[src/rtl/cid_arb_pkg.sv]
package cid_arb_pkg;

    // Idle (undriven) level of the shared line
    localparam logic LINE_IDLE = 1'b1;

    // Per-strobe outcome produced by the sequencer
    typedef enum logic [1:0] {
        EV_NONE = 2'd0,
        EV_STEP = 2'd1,
        EV_LOSE = 2'd2,
        EV_WIN  = 2'd3
    } arb_ev_e;

    // Contest phase
    typedef enum logic {
        PH_IDLE = 1'b0,
        PH_RUN  = 1'b1
    } arb_ph_e;

    function automatic int key_width(input int nw, input int pw, input int mw);
        return nw + pw + mw + 1;
    endfunction

endpackage

[src/rtl/cid_arb_target.sv]
module cid_arb_target #(
    parameter int NODE_W = 8,
    parameter int PART_W = 16,
    parameter int MFR_W  = 11,
    parameter int KEY_W  = cid_arb_pkg::key_width(NODE_W, PART_W, MFR_W),
    parameter int IX_W   = $clog2(KEY_W)
) (
    input  logic [NODE_W-1:0] node_id,
    input  logic [PART_W-1:0] part_no,
    input  logic [MFR_W-1:0]  mfr_code,
    input  logic [IX_W-1:0]   idx,
    output logic              key_bit
);
    logic [KEY_W-1:0] key;

    // Identity fields with a trailing zero in bit 0
    assign key = {node_id, part_no, mfr_code, 1'b0};

    always_comb begin
        if (32'(idx) < KEY_W) key_bit = key[idx];
        else                  key_bit = cid_arb_pkg::LINE_IDLE;
    end
endmodule

[src/rtl/cid_arb_seq.sv]
module cid_arb_seq
    import cid_arb_pkg::*;
#(
    parameter int KEY_W = 36,
    parameter int IX_W  = $clog2(KEY_W)
) (
    input  logic            clk,
    input  logic            rst,
    input  logic            start,
    input  logic            bit_stb,
    input  logic            line_in,
    input  logic            key_bit,
    input  logic            have_cid,
    output logic            active,
    output logic [IX_W-1:0] idx,
    output arb_ev_e         ev,
    output logic            win_q
);
    localparam logic [IX_W-1:0] LAST_IX = IX_W'(KEY_W - 1);

    arb_ph_e ph_q;

    // Outcome of this cycle's strobe (ignored when start is present)
    always_comb begin
        ev = EV_NONE;
        if (!start && bit_stb && ph_q == PH_RUN) begin
            if (line_in != key_bit) ev = EV_LOSE;
            else if (idx == LAST_IX) ev = EV_WIN;
            else ev = EV_STEP;
        end
    end

    always_ff @(posedge clk) begin
        if (rst) begin
            ph_q  <= PH_IDLE;
            idx   <= '0;
            win_q <= 1'b0;
        end else begin
            win_q <= (ev == EV_WIN);
            if (start) begin
                idx <= '0;
                if (!have_cid) ph_q <= PH_RUN;
            end else begin
                case (ev)
                    EV_STEP: idx  <= idx + 1'b1;
                    EV_LOSE: ph_q <= PH_IDLE;
                    EV_WIN:  ph_q <= PH_IDLE;
                    default: ;
                endcase
            end
        end
    end

    assign active = (ph_q == PH_RUN);
endmodule

[src/rtl/cid_arb_store.sv]
module cid_arb_store #(
    parameter int CID_W = 4
) (
    input  logic             clk,
    input  logic             rst,
    input  logic             take,
    input  logic [CID_W-1:0] cid_in,
    output logic [CID_W-1:0] cid_q,
    output logic             valid_q
);
    always_ff @(posedge clk) begin
        if (rst) begin
            cid_q   <= '0;
            valid_q <= 1'b0;
        end else if (take) begin
            cid_q   <= cid_in;
            valid_q <= 1'b1;
        end
    end
endmodule

[src/rtl/cid_arb_node.sv]
module cid_arb_node
    import cid_arb_pkg::*;
#(
    parameter int NODE_W = 8,
    parameter int PART_W = 16,
    parameter int MFR_W  = 11,
    parameter int CID_W  = 4
) (
    input  logic              clk,
    input  logic              rst,
    input  logic [NODE_W-1:0] node_id,
    input  logic [PART_W-1:0] part_no,
    input  logic [MFR_W-1:0]  mfr_code,
    input  logic              start,
    input  logic              bit_stb,
    input  logic              line_in,
    input  logic [CID_W-1:0]  cid_in,
    output logic              drive_o,
    output logic              active_o,
    output logic              win_o,
    output logic [CID_W-1:0]  cid_o,
    output logic              cid_valid_o
);
    localparam int KEY_W = key_width(NODE_W, PART_W, MFR_W);
    localparam int IX_W  = $clog2(KEY_W);

    logic            key_bit;
    logic            active;
    logic [IX_W-1:0] idx;
    arb_ev_e         ev;

    cid_arb_target #(
        .NODE_W(NODE_W), .PART_W(PART_W), .MFR_W(MFR_W),
        .KEY_W(KEY_W), .IX_W(IX_W)
    ) u_target (
        .node_id (node_id),
        .part_no (part_no),
        .mfr_code(mfr_code),
        .idx     (idx),
        .key_bit (key_bit)
    );

    cid_arb_seq #(.KEY_W(KEY_W), .IX_W(IX_W)) u_seq (
        .clk     (clk),
        .rst     (rst),
        .start   (start),
        .bit_stb (bit_stb),
        .line_in (line_in),
        .key_bit (key_bit),
        .have_cid(cid_valid_o),
        .active  (active),
        .idx     (idx),
        .ev      (ev),
        .win_q   (win_o)
    );

    cid_arb_store #(.CID_W(CID_W)) u_store (
        .clk    (clk),
        .rst    (rst),
        .take   (ev == EV_WIN),
        .cid_in (cid_in),
        .cid_q  (cid_o),
        .valid_q(cid_valid_o)
    );

    assign active_o = active;
    assign drive_o  = active ? key_bit : LINE_IDLE;
endmodule

[config.mk]
export PLATFORM = sky130hd
export DESIGN_NAME = cid_arb_node
export DESIGN_NICKNAME = d
export VERILOG_FILES = /design/src/rtl/cid_arb_pkg.sv /design/src/rtl/cid_arb_target.sv /design/src/rtl/cid_arb_seq.sv /design/src/rtl/cid_arb_store.sv /design/src/rtl/cid_arb_node.sv
export SDC_FILE = /design/constraint.sdc
export NUM_CORES = 1
export LEC_CHECK = 0
export BUFFER_PORTS_ARGS = -buffer_cell sky130_fd_sc_hd__buf_2
export CAP_MARGIN = 20
export CORE_MARGIN = 4
export CORE_UTILIZATION = 52
export CTS_BUF_LIST = sky130_fd_sc_hd__clkbuf_8
export DETAILED_ROUTE_END_ITERATION = 10
export PLACE_DENSITY = 0.95
export SLEW_MARGIN = 25
export SYNTH_ARGS = -nofsm -noshare
export SYNTH_HDL_FRONTEND = slang
export SYNTH_SLANG_ARGS = --single-unit
export TNS_END_PERCENT = 1
[constraint.sdc]
create_clock -name clk -period 7.6 [get_ports clk]
set_clock_uncertainty 0.2 [all_clocks]
set_input_delay 0.76 -clock clk [delete_from_list [all_inputs] [get_ports clk]]
set_output_delay 0.76 -clock clk [all_outputs]
set_load 0.02 [all_outputs]
## After elaboration in Yosys (flattened, before gate mapping)

Index checks and enable logic that the tools add are counted.

- Bits in registers: 13
- Input port bits: 44
- Output and inout port bits: 8

- Add/sub/neg operators: 1
- Order comparisons: 2
- Eq/ne operators: 6
- Muxes and demuxes: 10
- Reduce and logical (&&, ||, !) cells: 7

Operators by type and width:

| cell | count |
|---|---|
| 6-bit by 7-bit < comparator with 1-bit output, second input constant | 1 |
| 6-bit by 1-bit adder with 6-bit output, second input constant | 1 |
| 1-bit binary-select mux with 6-bit select | 1 |
| 6-bit == test, second input constant | 1 |
| 6-bit < comparator, second input constant | 1 |
| 1-bit two-way mux | 6 |
| 2-bit two-way mux | 3 |
| 2-bit == test, second input constant | 2 |
| 2-bit OR reduction | 2 |
| 2-bit by 1-bit == test with 1-bit output, second input constant | 1 |
| 1-bit logical AND | 2 |
| 2-bit inequality test, second input constant | 1 |
| 2-bit AND reduction | 1 |
| 2-bit nonzero test | 1 |
| 1-bit zero test | 1 |
| 1-bit inequality test | 1 |

## Logic depth before layout (Yosys ltp)

- Depth after elaboration: 10
- Gate-level depth with buffers: 8
- Depth with buffers taken out: 6

## Hierarchy

A second synthesis with hierarchy kept.

- Cell total of the unflattened synthesis: 96
- Area, all modules: 967.2 µm²

Modules (own cells, without submodules):

| module | times used | cells each | area an instance (µm²) | sequential area each (µm²) |
|---|---|---|---|---|
| cid_arb_seq | 1 | 46 | 409.1 | 160.2 |
| cid_arb_target | 1 | 32 | 371.6 | 0.0 |
| cid_arb_store | 1 | 16 | 173.9 | 100.1 |
| cid_arb_node | 1 | 2 | 12.5 | 0.0 |

## Worst setup path before layout

No wires, ideal clock.

- Path kind: input -> output
- From: input part_no[15]
- To: output drive_o
- Arrival: 2.251 ns
- Required time: 6.640 ns
- Setup slack: 4.389 ns
- Cell stages on the path: 6
- Cell sequence: mux2_1 a311o_1 a211o_1 o211a_1 buf_6 nand2b_1

- Cells in the longest elaborated chain, start to end: 4

Ends and longest elaborated chain:

| element | line | text |
|---|---|---|
| start: declaration | cid_arb_node.sv:12 | `input logic [PART_W-1:0] part_no,` |
| 1-bit binary-select mux with 6-bit select | cid_arb_target.sv:20 | `if (32'(idx) < KEY_W) key_bit = key[idx];` |
| 1-bit two-way mux (not written as such) | cid_arb_target.sv:20 |  |
| 1-bit two-way mux | cid_arb_target.sv:20 |  |
| 1-bit two-way mux | cid_arb_node.sv:67 | `assign drive_o = active ? key_bit : LINE_IDLE;` |
| end: declaration | cid_arb_node.sv:18 | `output logic drive_o,` |

Every way passes these cells. The select of a mux whose other input is x is not followed.

## Final worst setup path

- From: register u_seq.idx[1]
- To: output drive_o

- Cells in the longest elaborated chain, start to end: 4
- Elaborated cells between the ends (all ways): 5
- Those cells by class: 1 x order compare; 4 x mux

Ends and longest elaborated chain:

| element | line | text |
|---|---|---|
| start: declaration | cid_arb_seq.sv:15 | `output logic [IX_W-1:0] idx,` |
| start signal: assignment | cid_arb_seq.sv:45 | `EV_STEP: idx <= idx + 1'b1;` |
| 1-bit binary-select mux with 6-bit select | cid_arb_target.sv:20 |  |
| 1-bit two-way mux (not written as such) | cid_arb_target.sv:20 |  |
| 1-bit two-way mux * | cid_arb_target.sv:20 |  |
| 1-bit two-way mux * | cid_arb_node.sv:67 |  |

Every way passes the cells marked *; elsewhere a longest branch is shown, timed or not. The select of a mux whose other input is x is not followed.

==> results.toml <==
[worst_setup_path]
path_class = "reg2out"
crit_arrival_ps = 2810
rrSetupSlack_ps = 4530
r2r-start = "u_seq.idx[1]$_SDFFE_PP0N_"
reg2reg_depth = 6
rr_endpoint = "u_seq.active$_SDFFE_PP0P_"
crit_path_end = "drive_o"
critPathRequiredTime_ps = 6640
crit_path_max_fanout = 14
startpoint_type = "flop"
critPathLaunch = "u_seq.idx[1]$_SDFFE_PP0N_"
cp-end-kind = "output pin"

[final_layout]
antenna_cells = 0
final_cells = 196
nets = 215
register_area_um2 = 260
final_cell_mix = "buf_2 (51), nand2_1 (17), mux2i_1 (15), dfxtp_1 (13), inv_1 (9)"
layout-drive-gt1-share_pct = 40.2
syn_to_final_growth_pct = 26.2
fillCellCount = 158
layout_commonest_cell = "buf_2"
multi_input_area_um2 = 806

[hold_path]
min_path_type = "reg2reg"

[clocking]
cts_tree = "yes"
cts_buffers = 3
root_buffer = "clkbuf_8"
cts_buffer_depth = 2
cts_hold_buf = 0
path_clk_slew_ps = 60
ctsResizeCount = 0
worst_skew_pair.late_latency_ps = 250
cts_num_sinks = 13
htreeDepth = 1
post-cts-setup-buffers = 0

[yosys]
synth_top_flop_cell = "dfxtp_1"
syn_area_per_cell_um2 = 9.56
postSynth.asyncResetShare_pct = 0
ys.warnings.count = 0
yosysUniqueCellTypes = 41
syn_nets = 164
synth_edf_count = 0
synthesis.area_mm2 = 0.00114
synth_seq_cells = 13
synthCells = 119
ys_seq_area_share_pct = 22.9

[placed_design]
dp_hpwl_um = 2300
place_congestion = 0.858
preCtsSetupSlack_ps = 4030
portBuffers = 51
dp_cells = 192

[floorplanning]
initial_core_util_pct = 56.3
ios = 52
die_area_mm2 = 0.00300
chipWidth_um = 54.8
core-area_mm2 = 0.00202
die_h_um = 54.8
fp-row-count = 16

[routing]
post_drt_via_cell_ratio = 5.90
avgRoutedWirePerCell_um = 14.3
drc = 0
drt_iter0_markers = 16
via_count = 1156
ant_nets = 0
routed_wirelength_um = 2810
drtPass1Iterations = 4

[timing]
rsz0062_at_grt = "false"
max_slew.worst_pin.slew_ps = 816
fin_crit_sh_pct = 49.7
finalHoldViolCount = 0
fmax_ghz = 0.265
post-route-min-period_ps = 3770
worst_slack_ps = 3830
slew_violations = 0
relSlewSlack_pct = 44.8
finalSetupViolCount = 0
fin_setup_tns_ps = 0

[global_routing]
grt_max_degree = 15
grt_antenna_before_repair = 0
overflow = 0
grt_usage_pct = 22.3
grt_pass1_wl_um = 4700
grt_pass1_vias = 1159

[flow_run]
max_cap_violations = 0

[power_and_ir_drop]
ir_worst_vdd_v = 0.0000678
leakagePower_nw = 0.588
p_per_area_mw_per_mm2 = 110

[run_status]
status = "finished clean"
==> logic make-up (layout without fill, tap and decap cells) <==
| kind of cell | count (synthesis) | count (layout) | share of synthesized area, % |
|---|---|---|---|
| adders and majority gates | 1 | 1 | 1.10 |
| buffers and inverters | 14 | 64 | 6.27 |
| xor gates and xnor gates | 1 | 1 | 2.42 |
| DFF | 13 | 13 | 22.9 |
| AOI/OAI and AO/OA | 18 | 18 | 16.2 |
| and+or+nand+nor | 47 | 47 | 21.2 |
| muxes | 25 | 25 | 29.9 |
==> routing by layer <==
layer / vias up / global-route usage (%) / share of wire (%)
met5: - / 0 / 0
met1: 538 / 23.3 / 39
li1: 552 / - / -
met3: 9 / 5.18 / 9.5
met4: 0 / 13.3 / 2.7
met2: 57 / 39.8 / 49
==> state kept, by name (all words and copies together) (netlist names) <==
| register | flops |
|---|---|
| u_seq.win_q | 1 |
| u_seq.idx | 6 |
| u_store.cid_q | 4 |
| u_store.valid_q | 1 |
| u_seq.active | 1 |
==> cell usage after synthesis, types with 2 or more instances <==
library cell,count,area [um^2]
mux2i_1,15,150
o22ai_1,4,25.0
mux4_1,2,52.6
nor2_1,5,18.8
inv_1,8,30.0
a21oi_1,2,10.0
dfxtp_1,13,260
nor3_1,6,30.0
mux4_2,4,90.1
buf_2,2,10.0
mux2_1,2,22.5
nand3_1,4,20.0
or3_1,3,18.8
nand3b_1,2,15.0
o211a_1,2,20.0
buf_6,2,22.5
nand2b_1,2,12.5
o2111ai_1,2,17.5
nand2_1,17,63.8
==> power breakdown <==
group / internal [mW] / leakage (nW) / switching, mW
registers: 0.0687 / 0.105 / 0.000739
logic: 0.0151 / 0.457 / 0.0121
clock network: 0.0357 / 0.0269 / 0.0258
total: 0.119 / 0.588 / 0.0386
==> area by class of cell <==
cell class | instances | area share, %
clock inverters | 1 | 0.262
flip-flops and latches | 13 | 18.1
inverters | 9 | 2.44
multi-input cells | 92 | 56.1
clock buffers | 3 | 2.88
repair buffers | 51 | 17.8
well taps | 27 | 2.35
==> worst min-delay path by stage <==
stage	from	endpoint	cells past startpoint
6_report	u_store.cid_q[3]$_SDFFE_PP0P_	u_store.cid_q[3]$_SDFFE_PP0P_	2
2_1_floorplan	u_seq.idx[5]$_SDFFE_PP0N_	u_seq.idx[5]$_SDFFE_PP0N_	2
5_1_grt	u_store.cid_q[1]$_SDFFE_PP0P_	u_store.cid_q[1]$_SDFFE_PP0P_	2
4_1_cts	u_store.cid_q[3]$_SDFFE_PP0P_	u_store.cid_q[3]$_SDFFE_PP0P_	2
3_5_place_dp	u_store.cid_q[3]$_SDFFE_PP0P_	u_store.cid_q[3]$_SDFFE_PP0P_	2
3_3_place_gp	u_store.cid_q[0]$_SDFFE_PP0P_	u_store.cid_q[0]$_SDFFE_PP0P_	2
==> stage by stage <==
| step | hold slack [ps] | total power [mW] | instance area, um^2 | util [%] |
|---|---|---|---|---|
| after global placement | 253 | 0.0968 | 1390 | 68.8 |
| after CTS | 267 | 0.158 | 1440 | 71.0 |
| after detailed placement | 259 | 0.0980 | 1390 | 68.8 |
| final | 265 | 0.158 | 1440 | 71.0 |
| after global routing | 296 | 0.165 | 1440 | 71.0 |
| after floorplan | 268 | 0.0842 | 1140 | - |
==> worst max-delay path: stages, from the launching register on <==
cell and delay (ps):
dfxtp_1 700, mux2_1 390, a311o_1 360, a211o_1 280, o211a_1 440, nand2b_1 240, buf_2 150
Power figures use the tool's default switching activity.
